<file path="src/rtl/sfb_pkg.sv">
package sfb_pkg;
  typedef enum logic {
    SFB_STREAM = 1'b0,
    SFB_PACKET = 1'b1
  } sfb_mode_e;
endpackage

</file>
<file path="src/rtl/sfb_ready_delay.sv">
module sfb_ready_delay #(
  parameter int LATENCY = 1
) (
  input  logic clk,
  input  logic rst_n,
  input  logic rdy_now,
  output logic rdy_late
);
  generate
    if (LATENCY == 0) begin : g_zero
      assign rdy_late = rdy_now;
    end else begin : g_line
      logic [LATENCY-1:0] line_q;
      always_ff @(posedge clk or negedge rst_n) begin
        if (!rst_n) line_q <= '0;
        else        line_q <= {line_q[LATENCY-1:0], rdy_now} >> 0;
      end
      assign rdy_late = line_q[LATENCY-1];
    end
  endgenerate
endmodule

</file>
<file path="src/rtl/sfb_open_tracker.sv">
module sfb_open_tracker #(
  parameter int CHAN_W = 2,
  localparam int NCH = 1 << CHAN_W
) (
  input  logic              clk,
  input  logic              rst_n,
  input  logic              freeze,
  input  logic              beat_acc,
  input  logic              beat_sop,
  input  logic              beat_eop,
  input  logic [CHAN_W-1:0] beat_chan,
  output logic [NCH-1:0]    open_mask
);
  generate
    for (genvar c = 0; c < NCH; c++) begin : g_chan
      logic hit;
      assign hit = beat_acc && (beat_chan == CHAN_W'(c));
      always_ff @(posedge clk or negedge rst_n) begin
        if (!rst_n)                        open_mask[c] <= 1'b0;
        else if (hit && beat_eop)          open_mask[c] <= 1'b0;
        else if (hit && beat_sop && !freeze) open_mask[c] <= 1'b1;
      end
    end
  endgenerate

  // no channel becomes open while frozen
  assert_no_open_in_freeze_R5: assert property (@(posedge clk) disable iff (!rst_n)
    freeze |=> ((open_mask & ~$past(open_mask)) == '0));
endmodule

</file>
<file path="src/rtl/sfb_error_flag.sv">
module sfb_error_flag (
  input  logic clk,
  input  logic rst_n,
  input  logic freeze,
  input  logic packet_mode,
  input  logic beat_valid,
  input  logic beat_sop,
  output logic flag
);
  import sfb_pkg::*;
  logic freeze_q, offend;
  sfb_mode_e mode;
  assign mode   = sfb_mode_e'(packet_mode);
  assign offend = freeze && beat_valid && ((mode == SFB_STREAM) || beat_sop);

  always_ff @(posedge clk or negedge rst_n) begin
    if (!rst_n) begin
      freeze_q <= 1'b0;
      flag     <= 1'b0;
    end else begin
      freeze_q <= freeze;
      if (freeze_q && !freeze) flag <= 1'b0;
      else if (offend)         flag <= 1'b1;
    end
  end

  assert_stream_offence_R7: assert property (@(posedge clk) disable iff (!rst_n)
    freeze && beat_valid && !packet_mode |=> flag);
  assert_packet_offence_R8: assert property (@(posedge clk) disable iff (!rst_n)
    freeze && beat_valid && beat_sop && packet_mode |=> flag);
  assert_flag_sticky_R9: assert property (@(posedge clk) disable iff (!rst_n)
    flag && freeze |=> flag);
  assert_flag_clear_R9: assert property (@(posedge clk) disable iff (!rst_n)
    $fell(freeze) |=> !flag);
endmodule

</file>
<file path="src/rtl/sfb_sink_bridge.sv">
module sfb_sink_bridge #(
  parameter int DATA_W        = 32,
  parameter int CHAN_W        = 2,
  parameter int READY_LATENCY = 1
) (
  input  logic              clk,
  input  logic              rst_n,
  input  logic              freeze,
  input  logic              packet_mode,
  input  logic              src_valid,
  output logic              src_ready,
  input  logic [DATA_W-1:0] src_data,
  input  logic              src_sop,
  input  logic              src_eop,
  input  logic [CHAN_W-1:0] src_channel,
  output logic              snk_valid,
  input  logic              snk_ready,
  output logic [DATA_W-1:0] snk_data,
  output logic              snk_sop,
  output logic              snk_eop,
  output logic [CHAN_W-1:0] snk_channel,
  output logic              illegal_request
);
  localparam int NCH = 1 << CHAN_W;

  logic [NCH-1:0] open_mask;
  logic draining, src_rdy_late, snk_rdy_late, beat_acc;

  assign draining  = |open_mask;
  assign src_ready = freeze ? (packet_mode && draining) : snk_ready;
  assign beat_acc  = src_valid && src_rdy_late;

  sfb_ready_delay #(.LATENCY(READY_LATENCY)) u_src_dly (
    .clk(clk), .rst_n(rst_n), .rdy_now(src_ready), .rdy_late(src_rdy_late));
  sfb_ready_delay #(.LATENCY(READY_LATENCY)) u_snk_dly (
    .clk(clk), .rst_n(rst_n), .rdy_now(snk_ready), .rdy_late(snk_rdy_late));

  sfb_open_tracker #(.CHAN_W(CHAN_W)) u_track (
    .clk(clk), .rst_n(rst_n), .freeze(freeze), .beat_acc(beat_acc),
    .beat_sop(src_sop), .beat_eop(src_eop), .beat_chan(src_channel),
    .open_mask(open_mask));

  sfb_error_flag u_flag (
    .clk(clk), .rst_n(rst_n), .freeze(freeze), .packet_mode(packet_mode),
    .beat_valid(src_valid), .beat_sop(src_sop), .flag(illegal_request));

  generate
    if (READY_LATENCY == 0) begin : g_valid_l0
      assign snk_valid = !freeze && src_valid;
    end else begin : g_valid_ln
      assign snk_valid = !freeze && beat_acc && snk_rdy_late;
    end
  endgenerate

  assign snk_data    = src_data;
  assign snk_sop     = src_sop;
  assign snk_eop     = src_eop;
  assign snk_channel = src_channel;

  // once the drain is over, ready stays low until freeze falls
  assert_drain_done_low_R5: assert property (@(posedge clk) disable iff (!rst_n)
    freeze && packet_mode && !src_ready |=> !src_ready || !freeze || !packet_mode);
endmodule

</file>
<file path="config.mk">
export PLATFORM = sky130hd
export DESIGN_NAME = sfb_sink_bridge
export DESIGN_NICKNAME = d
export VERILOG_FILES = /design/src/rtl/sfb_pkg.sv /design/src/rtl/sfb_ready_delay.sv /design/src/rtl/sfb_open_tracker.sv /design/src/rtl/sfb_error_flag.sv /design/src/rtl/sfb_sink_bridge.sv
export SDC_FILE = /design/constraint.sdc
export NUM_CORES = 1
export LEC_CHECK = 0
export BUFFER_PORTS_ARGS = -buffer_cell sky130_fd_sc_hd__buf_4
export CAP_MARGIN = 0
export CORE_UTILIZATION = 33
export DETAILED_ROUTE_END_ITERATION = 16
export GPL_TIMING_DRIVEN = 0
export PLACE_DENSITY = 0.95
export SYNTH_ARGS = -nofsm -noshare
export SYNTH_HDL_FRONTEND = slang
export SYNTH_SLANG_ARGS = --single-unit
</file>
<file path="constraint.sdc">
create_clock -name clk -period 2.85 [get_ports clk]
set_input_delay 0.285 -clock clk [delete_from_list [all_inputs] [get_ports clk]]
set_output_delay 0.285 -clock clk [all_outputs]
set_load 0.01 [all_outputs]
</file>
== Word level (Yosys, flattened, before mapping) ==
Cells that the tools add are included.
Cells by class
  equal/unequal tests: 3
  reduce and logical (&&, ||, !) cells: 32
  muxes and demuxes: 11
  bitwise logic cells: 1
Operators with widths (count)
  $logic_and A1 B1 Y1: 23
  $mux W1: 11
  $reduce_bool A2 Y1: 5
  $eq A2 B2 Y1 const B: 2
  $reduce_or A4 Y1: 1
  $eq A2 B1 Y1 const B: 1
  $logic_not A2 Y1: 1
  $logic_not A1 Y1: 1
  $logic_or A1 B1 Y1: 1
  $not A1 Y1: 1
Storage, ports and cells
  word-level logic and storage cells: 55
  register bits: 8
  output and inout bits: 39
  input bits: 42

== Depth between registers and ports, before layout ==
Gate-level depths: netlist of the first run.
  depth in word-level cells: 6
  mapped depth: 3
  gate-level depth less buffers: 3

== By module ==
Synthesis of the first run repeated with hierarchy kept, for this count alone.
Second synthesis, totals
  cell total of the unflattened synthesis: 68
  area, all modules: 623.1 um^2
By module, submodules not included
  sfb_sink_bridge: area each 311.5 um^2, sequential area each 0.0 um^2, times used 1, cells each 42
  sfb_open_tracker: area each 177.7 um^2, sequential area each 100.1 um^2, times used 1, cells each 17
  sfb_error_flag: area each 83.8 um^2, sequential area each 50.0 um^2, times used 1, cells each 7
  sfb_ready_delay: area each 25.0 um^2, sequential area each 25.0 um^2, times used 2, cells each 1

== Worst setup path after synthesis of the first run ==
OpenSTA, ideal clock, no wires.
  kind: reg2out
  start point: register u_track.open_mask[1]
  end point: output src_ready
  stages on the path, launching flop included: 4
  data required time: 2.565 ns
  path buffers: 0
  data arrival time: 1.042 ns
  setup slack: 1.523 ns
  cell sequence: dfrtp_1 or4_1 nand3_1 o21ai_1
Between the ends
  cells in the longest elaborated chain, start to end: 3
Ends and longest elaborated chain
  start: declaration: line sfb_open_tracker.sv:12  | output logic [NCH-1:0] open_mask
  start signal: indexed assignment: line sfb_open_tracker.sv:19  | if (!rst_n) open_mask[c] <= 1'b0;
  start signal: indexed assignment: line sfb_open_tracker.sv:20  | else if (hit && beat_eop) open_mask[c] <= 1'b0;
  start signal: indexed assignment: line sfb_open_tracker.sv:21  | else if (hit && beat_sop && !freeze) open_mask[c] <= 1'b1;
  $reduce_or A4 Y1: line sfb_sink_bridge.sv:29  | assign draining = |open_mask;
  $logic_and A1 B1 Y1: line sfb_sink_bridge.sv:30  | assign src_ready = freeze ? (packet_mode && draining) : snk_ready;
  $mux W1: line sfb_sink_bridge.sv:30
  end: declaration: line sfb_sink_bridge.sv:11  | output logic src_ready,
No other way between the ends.

== Final worst setup path of the first run ==
Same ends and word-level chain as after synthesis.

==> summary.md, run 1 <==
| Metric | Value |
|---|---|
| Initial DRC count | 12 |
| Endpoint class of the critical path | output pin |
| Fmax | 565 MHz |
| Most frequent cells in the layout | buf_4, a21oi_1, dfrtp_1 |
| Synth Warn # | 0 |
| Ant diodes | 0 |
| Commonest non-fill, non-tap cell in the layout | buf_4 |
| Worst path slowest cell | or4_1 |
| Antenna violations before repair | 0 |
| First-pass GRT wire length | 1.99 mm |
| Fill cells | 146 |
| Pre-CTS setup slack | 1.34 ns |
| Nets | 163 |
| Largest family of logic cells by synthesized area | buffers and inverters |
| Slew Viols, Final | 0 |
| Syn_nets | 109 |
| Synth area leader | buf_4 |
| Rows | 15 |
| Status | finished clean |
| Worst setup SP type | register |
| Worst Setup SP | u_track.open_mask[1] |
| Cells after Synth | 67 |
| Die Ht | 45.1 um |
| H-tree depth | 1 |
| DRC | 0 |
| Synth top area share | 44.1% |
| Final clock skew | 0.00273 ns |
| Placed Area | 0.00100 sq mm |
| Sw frac | 26.8% |
| Initial Utilization | 35.5% |
| HPWL after DPL | 1.27 mm |
| PD cells | 358 mW/mm^2 |
| CP max stage delay | 0.52 ns |
| Synth Register Bits | 8 |
| WL/cell | 10.1 um |
| Sequential share of power | 39.0% |
| Clock root buffer | clkbuf_4 |
| Maximum number of pins on one net before global-route repair | 9 |
| Fin crit share | 62.1% |
| Post-route minimum period | 1.77 ns |
| Routability cong. | 0.615 |
| FF+latch area | 200 sq um |
| Mapped cell area | 613 sq um |
| Post-layout util | 60.1% |
| Core area | 0.00173 sq mm |
| Slew HR | 82.6% |
| Number of max-cap violations | 0 |
| Vias post-DR | 615 |
| I/O pin total | 81 |
| Vias in the first global route | 493 |
| Reg2Reg Launch Point | u_track.open_mask[1] |
| Design Area, Final | 0.00104 sq mm |
| Setup TNS | 0 ns |
| Clk buf depth | 2 |
| Synth Area in Adders | 0% |
| Worst Path Max Fanout | 2 |
| Die ar. | 0.00203 sq mm |
| Crit Path Class | register to output pin |
| Combinational fraction of design power | 39.4% |
| Area contributors post-synth | buf_4, dfrtp_1, a21oi_1 |
| Synth unique cells | 13 |
| Register area share after synthesis | 32.7% |
| Placed cells | 140 |
| Total grt overflow | 0 |
| WP data arrival | 1.48 ns |
| Final WL | 1.46 mm |
| Area of the multi-input gates | 135 sq um |
| CTS Buf Count | 3 |
| Cell Int Power | 0.272 mW |
| # setup viols final | 0 |
| Non-filler cells, final | 144 |
| RSZ-0062 raised after global routing | false |
| GRT Overall Usage | 13.8% |
| Post-synthesis simple-gate area fraction | 13.1% |
| Post-synthesis xor/xnor area fraction | 0% |
| Max VDD drop | 0.196 mV |
| Mean number of vias per cell | 4.27 |
| Total power | 0.372 mW |
| CTS tree | done |
| Worst Min Path Start | snk_ready |
| Layout cell share with drive strength beyond 1 | 73.9% |
| Clock share of power | 21.6% |
| Final worst slack | 1.08 ns |
| WHS | 0.164 ns |
| Final hold violations | 0 |
| TritonCTS sink count | 8 |
| Net Sw Power | 0.0997 mW |
| Synth Area in Compound Gates | 8.98% |
| Mean Syn Cell Area | 9.15 sq um |
| CP Cell Sequence | or4_1 > nand3_1 > o21ai_1 > buf_4 |
| Detailed Routing Iterations Pass 1 | 4 |
| Hold Crit Class | primary input to register |
| Tightest Pin Transition | 0.261 ns |
| Post-synthesis mux area share | 0% |
| Clock latency on the worst-skew pair | 0.24 ns |
| IO buf count | 48 |
| Area grow syn2layout | 69.2% |
| DRT antenna net count | 0 |
| Worst-path clk slew | 0.05 ns |
| Die W | 45.1 um |
| Leakage | 0.586 nW |
| CP required | 2.57 ns |
-- synth_stat cells --
| master | instances |
|---|---|
| and4b_1 | 3 |
| and4_1 | 1 |
| o21ai_1 | 1 |
| nor2b_1 | 1 |
| nand2b_1 | 1 |
| a21oi_1 | 10 |
| nor2_1 | 1 |
| inv_1 | 2 |
| and4bb_2 | 1 |
| nand3_1 | 1 |
| or4_1 | 1 |
| dfrtp_1 | 8 |
| buf_4 | 36 |
-- metal layers --
layer,part of all wire [%],global-route usage (%)
met5,0,0
met4,0,7.27
met3,11,2.40
met2,55,27.5
met1,33,12.9
-- worst paths after layout --
| path | slack (ns) | endpoint | cells past startpoint |
|---|---|---|---|
| max | 1.08 | src_ready | 4 |
| min | 0.16 | u_snk_dly.rdy_late | 1 |
| max reg2reg | 1.64 | u_src_dly.rdy_late | 3 |
| min reg2reg | 0.55 | u_track.open_mask[0] | 2 |
| max in group asynchronous | 2.34 | u_track.open_mask[3] | 2 |
| min in group asynchronous | 0.39 | u_flag.flag | 2 |
-- area by class of cell --
class / instances / area share, %
plain buffers: 36 / 26.1
multi-input cells: 21 / 13.0
clock buffers: 3 / 2.17
well taps: 25 / 3.02
inverters: 2 / 0.724
repair buffers: 49 / 35.7
flip-flops and latches: 8 / 19.3
-- logic make-up (layout without fill, tap and decap cells) --
kind of cell | count (synthesis) | in the layout
and+or+nand+nor | 10 | 10
buffers and inverters | 38 | 90
AOI/OAI and AO/OA | 11 | 11
DFF | 8 | 8
-- state kept, by name, indices dropped and copies added (netlist names) --
| name | flops |
|---|---|
| u_src_dly.rdy_late | 1 |
| u_snk_dly.rdy_late | 1 |
| u_flag.flag | 1 |
| u_flag.freeze_q | 1 |
| u_track.open_mask | 4 |
-- power groups by stage --
stage | combinational [mW] | clock (mW) | sequential (mW)
after global routing | 0.159 | 0.0909 | 0.145
after global placement | 0.142 | 0 | 0.143
after detailed placement | 0.146 | 0 | 0.145
after floorplan | 0.0788 | 0 | 0.143
after CTS | 0.148 | 0.0838 | 0.144
final | 0.146 | 0.0802 | 0.145
-- worst max-delay path, delay by kind of cell, from the launching register on --
kind,cells,cell delay (ns)
buf+inv,1,0.15
flops,1,0.37
simple gates,2,0.63
compound gates,1,0.09
-- what timing repair did --
item,4_1_cts,5_1_grt
hold buffers,1,0
buffers inserted,0,0
hold endpoints to repair,8,0
gates resized for setup,0,0
No activity file was read; power rests on OpenSTA's default activity.
==> run 2: changes to the inputs <==
--- a/config.mk
+++ b/config.mk
@@ -5,12 +5,13 @@
 export SDC_FILE = /design/constraint.sdc
 export NUM_CORES = 1
 export LEC_CHECK = 0
+export ABC_AREA = 1
 export BUFFER_PORTS_ARGS = -buffer_cell sky130_fd_sc_hd__buf_4
 export CAP_MARGIN = 0
-export CORE_UTILIZATION = 33
+export CORE_UTILIZATION = 29
 export DETAILED_ROUTE_END_ITERATION = 16
 export GPL_TIMING_DRIVEN = 0
-export PLACE_DENSITY = 0.95
+export PLACE_DENSITY = 0.87
 export SYNTH_ARGS = -nofsm -noshare
 export SYNTH_HDL_FRONTEND = slang
 export SYNTH_SLANG_ARGS = --single-unit
==> constraint.sdc (replaced) <==
create_clock -name clk -period 1.5 [get_ports clk]
set_input_delay 0.15 -clock clk [delete_from_list [all_inputs] [get_ports clk]]
set_output_delay 0.15 -clock clk [all_outputs]
set_load 0.01 [all_outputs]
==> run 2 against run 1 <==
Effect of this change:
- setup slack lost 0.83 ns
- synthesized cell count up 33%
- final cell count grew 17%
- largest power group unchanged
- combinational power grew 100%
- final area up 6.3%
- worst hold slack worse by 0.13 ns
- die area increased by 22%
- highest routed layer is now met4
- non-clock buffer count up 1
==> summary.md, run 2 <==
| Metric | Value |
|---|---|
| Status | finished clean |
| R2R depth | 5 (+2) |
| Cell repeated most along the worst path | nand2_1 |
| CP required | 1.35 ns (-1.22 ns) |
| Nets | 186 (+14%) |
| Synth Area in Compound Gates | 4.14% (-4.8 points) |
| Die ar. | 0.00249 sq mm (+22%) |
| First-pass GRT wire length | 2.36 mm (+19%) |
| Synth Warn # | 0 (unchanged) |
| Tightest Pin Transition | 0.197 ns (-0.0634 ns) |
| Number of synthesized flops with an enable pin | 0 (unchanged) |
| Largest Register | u_track.open_mask |
| DRT antenna net count | 0 (unchanged) |
| Slew Viols, Final | 0 (unchanged) |
| Fmax | 798 MHz |
| Synth top area share | 40.6% (-3.5 points) |
| Largest family of logic cells by synthesized area | buffers and inverters |
| Reg-to-reg critical path endpoint | u_track.open_mask[2] |
| Area grow syn2layout | 65.6% |
| Initial Utilization | 32.3% (-3.2 points) |
| Initial DRC count | 15 (+3) |
| Maximum number of pins on one net before global-route repair | 9 (unchanged) |
| Routability cong. | 0.671 (+9.1%) |
| Most common library cells after synthesis | buf_4, nand2_1, inv_1, dfrtp_1, nor2_1 |
| Clock latency on the worst-skew pair | 0.26 ns (+0.02 ns) |
| Die W | 49.9 um (+11%) |
| Ant diodes | 0 (unchanged) |
| Hold Crit Class | primary input to register |
| Vias post-DR | 690 (+12%) |
| Number of flip-flops in the largest register | 4 (unchanged) |
| Worst setup SP type | register |
| # setup viols final | 0 (unchanged) |
| Setup TNS | 0 ns (unchanged) |
| RSZ-0062 raised after global routing | false |
| CP Depth | 5 (+1) |
| CP max stage delay | 0.36 ns (-0.16 ns) |
| Crit path to | src_ready |
| Post-synthesis mux area share | 0% (unchanged) |
| Die Ht | 49.9 um (+11%) |
| Non-filler cells, final | 169 (+17%) |
| Layout cell share with drive strength beyond 1 | 64.8% (-9.2 points) |
| Total grt overflow | 0 (unchanged) |
| I/O pin total | 81 (unchanged) |
| Main synth FF type | dfrtp_1 |
| Fin crit share | 83.5% |
| GRT Overall Usage | 12.5% (-1.3 points) |
| Final hold violations | 0 (unchanged) |
| Final clock skew | 0.00135 ns (-0.00138 ns) |
| Slew HR | 86.7% (+4.2 points) |
| Synth unique cells | 13 (unchanged) |
| Area contributors post-synth | buf_4, dfrtp_1, nand2_1 |
| WL/cell | 9.43 um (-6.8%) |
| Max VDD drop | 0.345 mV (+76%) |
| Endpoint class of the critical path | output pin |
| Leakage | 0.640 nW (+9.2%) |
| Buf/Inv on CP | 2 (+1) |
| Clock root buffer | clkbuf_4 |
| TritonCTS sink count | 8 (unchanged) |
| Synth area leader | buf_4 |
| CTS Buf Count | 3 (unchanged) |
| Post-route minimum period | 1.25 ns |
| Crit Path Class | register to output pin |
| Commonest non-fill, non-tap cell in the layout | buf_4 |
| Worst Setup SP | u_track.open_mask[2] |
| Critical path's top delay family | flip-flops |
| Syn_nets | 131 (+20%) |
| Clk buf depth | 2 (unchanged) |
| Vias in the first global route | 610 (+24%) |
| Placed cells | 164 (+17%) |
| Cells after Synth | 89 (+33%) |
| FF+latch area | 200 sq um (unchanged) |
| Post-synthesis simple-gate area fraction | 19.0% (+5.9 points) |
| Fill cells | 171 (+17%) |
| Core area | 0.00206 sq mm (+19%) |
| Mapped cell area | 666 sq um (+8.6%) |
| Mean Syn Cell Area | 7.48 sq um (-18%) |
| Synth Area in Adders | 0% (unchanged) |
| Worst path slowest cell | dfrtp_1 |
| Reg2Reg Launch Point | u_src_dly.rdy_late |
| R2R Setup Slk | 0.64 ns (-1.00 ns) |
| Worst Path Max Fanout | 2 (unchanged) |
| Worst Min Path Start | freeze |
| Area of the multi-input gates | 154 sq um (+14%) |
| Number of max-cap violations | 0 (unchanged) |
| CTS tree | done |
| WP data arrival | 1.10 ns (-0.38 ns) |
| HPWL after DPL | 1.35 mm (+6.6%) |
| Antenna violations before repair | 0 (unchanged) |
| Final WL | 1.59 mm (+9.4%) |
| Worst-path clk slew | 0.06 ns (about the same) |
| Synth Register Bits | 8 (unchanged) |
| Gates resized, CTS repair | 0 (unchanged) |
| IO buf count | 48 (unchanged) |
| Post-synthesis xor/xnor area fraction | 0% (unchanged) |
| CP Cell Sequence | inv_1 > nand4_1 > nand2_1 > nand2_1 > buf_4 |
| Most frequent cells in the layout | buf_4, nand2_1, inv_1 |
| DRC | 0 (unchanged) |
| Rows | 16 (+1) |
| PD cells | 669 mW/mm^2 (+87%) |
| Register area share after synthesis | 30.1% (-2.6 points) |
| Synth async-reset ratio | 100% (unchanged) |
| Mean number of vias per cell | 4.08 (-4.4%) |
| Top-count cell post-synth | buf_4 |
| Detailed Routing Iterations Pass 1 | 4 (unchanged) |
| H-tree depth | 1 (unchanged) |
-- run 2: changes by cell type after synthesis, sizes merged, moves of 3 or more --
cell	delta
a21oi	-6
inv	+9
and4b	-3
nand3	+3
nand2	+15
nor2	+8
-- run 2: timing repair --
item	4_1_cts	5_1_grt
hold buffers	1	1
endpoints found under the setup margin	0	0
hold endpoints to repair	8	1
buffers inserted	0	0
-- run 2: where the power goes --
part | switching [mW] | total [mW] | internal [mW]
Clock | 0.0801 | 0.172 | 0.0920
Sequential | 0.0118 | 0.266 | 0.254
Combinational | 0.124 | 0.299 | 0.175
-- run 2: metal layers --
layer / track usage, % / share of wire (%) / wire, um / vias to the layer above
met3: 4.32 / 12 / 196 / 2
met4: 5.24 / 0.69 / 11 / 0
met2: 23.4 / 56 / 892 / 57
met1: 12.1 / 31 / 493 / 292
met5: 0 / 0 / 0 / -
li1: - / - / - / 339
-- run 2: final cells by class --
class | count | share of cell area [%]
repair buffers | 50 | 34.5
flip-flops and latches | 8 | 18.2
inverters | 11 | 3.75
plain buffers | 36 | 24.5
clock buffers | 3 | 2.04
well taps | 27 | 3.06
multi-input cells | 34 | 14.0
-- run 2: cell families after synthesis --
logic type	Yosys count
buffers and inverters	47
DFF	8
and+or+nand+nor	30
AOI/OAI and AO/OA	4
-- run 2: worst min path at each step --
stage                                end  slack [ns]  cells after the start
floorplan                    u_flag.flag       -0.15                      0
global placement    u_track.open_mask[1]       -0.03                      1
detailed placement           u_flag.flag       -0.03                      1
global route             u_flag.freeze_q        0.03                      1
finish                   u_flag.freeze_q        0.04                      1
CTS                   u_snk_dly.rdy_late       0.009                      1
-- run 2: stage by stage --
stage / worst slack (ns) / instance area, sq um / power [mW] / hold slack [ns] / util [%]
finish: 0.247 / 1100 / 0.737 / 0.0374 / 53.5
global placement: 0.561 / 1060 / 0.557 / -0.0314 / 51.4
CTS: 0.263 / 1090 / 0.735 / 0.00876 / 53.0
global route: 0.190 / 1100 / 0.778 / 0.0328 / 53.5
floorplan: 0.709 / 666 / 0.436 / -0.146 / -
detailed placement: 0.538 / 1060 / 0.567 / -0.0257 / 51.4
==> run 3: changes to the inputs <==
--- a/config.mk
+++ b/config.mk
@@ -8,10 +8,10 @@
 export ABC_AREA = 1
 export BUFFER_PORTS_ARGS = -buffer_cell sky130_fd_sc_hd__buf_4
 export CAP_MARGIN = 0
-export CORE_UTILIZATION = 29
+export CORE_UTILIZATION = 32
 export DETAILED_ROUTE_END_ITERATION = 16
 export GPL_TIMING_DRIVEN = 0
-export PLACE_DENSITY = 0.87
+export PLACE_DENSITY = 0.9
 export SYNTH_ARGS = -nofsm -noshare
 export SYNTH_HDL_FRONTEND = slang
 export SYNTH_SLANG_ARGS = --single-unit
==> constraint.sdc (replaced) <==
create_clock -name clk -period 1.31 [get_ports clk]
set_input_delay 0.131 -clock clk [delete_from_list [all_inputs] [get_ports clk]]
set_output_delay 0.131 -clock clk [all_outputs]
set_load 0.01 [all_outputs]
==> run 3 against run 2 <==
Effect of this change:
- setup slack got worse by 0.16 ns
- via count grew 3.5%
- critical path type unchanged
- flip-flop and latch count stayed put
- total power up 15%
- clock-buffer cell count stayed put
==> summary.md, run 3 (same netlist as run 2, synthesis figures left out) <==
| Metric | Value |
|---|---|
| Status | finished clean |
| TritonCTS sink count | 8 (unchanged) |
| Initial DRC count | 11 (-4) |
| Vias post-DR | 714 (+3.5%) |
| HPWL after DPL | 1.28 mm (-5.8%) |
| Fmax | 815 MHz |
| R2R Setup Slk | 0.42 ns (-0.22 ns) |
| Clk buf depth | 2 (unchanged) |
| Rows | 16 (unchanged) |
| Maximum number of pins on one net before global-route repair | 9 (unchanged) |
| Number of flip-flops in the largest register | 4 (unchanged) |
| CTS Buf Count | 3 (unchanged) |
| Post-route minimum period | 1.23 ns |
| Layout cell share with drive strength beyond 1 | 64.8% (unchanged) |
| Placed cells | 164 (unchanged) |
| CP required | 1.18 ns (-0.17 ns) |
| Area grow syn2layout | 65.6% (unchanged) |
| CTS hold repair buffers | 2 (+1) |
| Cell repeated most along the worst path | nand2_1 |
| Leakage | 0.640 nW (unchanged) |
| Nets | 186 (unchanged) |
| Worst-path clk slew | 0.06 ns (about the same) |
| CP Cell Sequence | inv_1 > nand4_1 > nand2_1 > nand2_1 > buf_4 |
| Hold Path Sink | u_flag.freeze_q |
| Commonest non-fill, non-tap cell in the layout | buf_4 |
| First-pass GRT wire length | 2.06 mm (-13%) |
| Mean number of vias per cell | 4.22 (+3.5%) |
| Core area | 0.00196 sq mm (-4.9%) |
| IO buf count | 48 (unchanged) |
| Crit Path Class | register to output pin |
| WP data arrival | 1.10 ns (about the same) |
| Clock latency on the worst-skew pair | 0.26 ns (about the same) |
| Most frequent cells in the layout | buf_4, nand2_1, inv_1 |
| Endpoint class of the critical path | output pin |
| Die Ht | 47.6 um (-4.6%) |
| Vias in the first global route | 584 (-4.3%) |
| Setup bufs post-CTS | 0 (unchanged) |
| CP max stage delay | 0.37 ns (about the same) |
| Setup TNS | 0 ns (unchanged) |
| Final hold violations | 0 (unchanged) |
| RSZ-0062 raised after global routing | false |
| Worst Min Path Start | freeze |
| WHS | 0.0173 ns (-0.0201 ns) |
| Detailed Routing Iterations Pass 1 | 5 (+1) |
| Worst path slowest cell | dfrtp_1 |
| Design Area, Final | 0.00110 sq mm (unchanged) |
| Hold Crit Class | primary input to register |
| Tightest Pin Transition | 0.199 ns (+0.00167 ns) |
| Fin crit share | 93.7% |
| Gates resized, CTS repair | 0 (unchanged) |
| Final worst slack | 0.0829 ns (-0.164 ns) |
| Non-filler cells, final | 169 (unchanged) |
| Worst setup SP type | register |
| Max VDD drop | 0.604 mV (+75%) |
| # setup viols final | 0 (unchanged) |
| FF+latch area | 200 sq um (unchanged) |
| Die ar. | 0.00227 sq mm (-9.0%) |
| I/O pin total | 81 (unchanged) |
| Reg2Reg Launch Point | u_src_dly.rdy_late |
| WL/cell | 8.89 um (-5.8%) |
| CTS tree | done |
| Antenna violations before repair | 0 (unchanged) |
| Placed Area | 0.00106 sq mm (unchanged) |
| Clock root buffer | clkbuf_4 |
| Total power | 0.847 mW (+15%) |
| DRT antenna net count | 0 (unchanged) |
| Final WL | 1.50 mm (-5.8%) |
| Post-layout util | 56.2% (+2.7 points) |
| Number of max-cap violations | 0 (unchanged) |
| Fill cells | 177 (+3.5%) |
| Pre-CTS setup slack | 0.360 ns (-0.178 ns) |
| PD cells | 768 mW/mm^2 (+15%) |
| Slew Viols, Final | 0 (unchanged) |
| Cell depth of the worst min-delay path | 1 (unchanged) |
| R2R depth | 5 (unchanged) |
| Routability cong. | 0.673 (+0.28%) |
| Reg-to-reg critical path endpoint | u_track.open_mask[2] |
| H-tree depth | 1 (unchanged) |
| Die W | 47.6 um (-4.6%) |
| Ant diodes | 0 (unchanged) |
| Final clock skew | 0.00456 ns (+0.00322 ns) |
| Area of the multi-input gates | 154 sq um (unchanged) |
| Slew HR | 86.6% (-0.11 points) |
| GRT Overall Usage | 13.3% (+0.79 points) |
| Largest Register | u_track.open_mask |
| Total grt overflow | 0 (unchanged) |
| Worst Path Max Fanout | 2 (unchanged) |
| DRC | 0 (unchanged) |
| Initial Utilization | 33.9% (+1.6 points) |
run 3: how the worst max path moves through the flow:
stage / start / slack (ns) / depth (start not counted) / end
after floorplan: u_track.open_mask[2] / 0.52 / 4 / u_src_dly.rdy_late
after global placement: u_track.open_mask[2] / 0.39 / 5 / src_ready
after detailed placement: u_track.open_mask[2] / 0.36 / 5 / src_ready
after CTS: u_track.open_mask[2] / 0.08 / 5 / src_ready
after global routing: u_track.open_mask[2] / 0.02 / 5 / src_ready
final: u_track.open_mask[2] / 0.08 / 5 / src_ready
run 3: area by class of cell:
cell class,count,area share (%)
multi-input cells,34,14.0
inverters,11,3.75
plain buffers,36,24.5
repair buffers,50,34.5
well taps,27,3.06
clock buffers,3,2.04
flip-flops and latches,8,18.2
run 3: where the power goes:
group          internal (mW)  total [mW]  leakage, nW  switching [mW]
clock                  0.105       0.196       0.0138          0.0908
combinational          0.200       0.346        0.532           0.145
sequential             0.291       0.305       0.0947          0.0143
run 3: layer usage:
layer / GRT usage (%) / part of all wire (%) / routed length (um)
met1: 11.3 / 29 / 442
met2: 27.1 / 54 / 817
met3: 3.77 / 14 / 217
met4: 6.67 / 1.7 / 25
met5: 0 / 0 / 0
run 3: critical path: cells and delay by family (launching register included):
kind,cells,cell delay (ns)
simple gates,3,0.23
buf+inv,2,0.23
flops,1,0.37
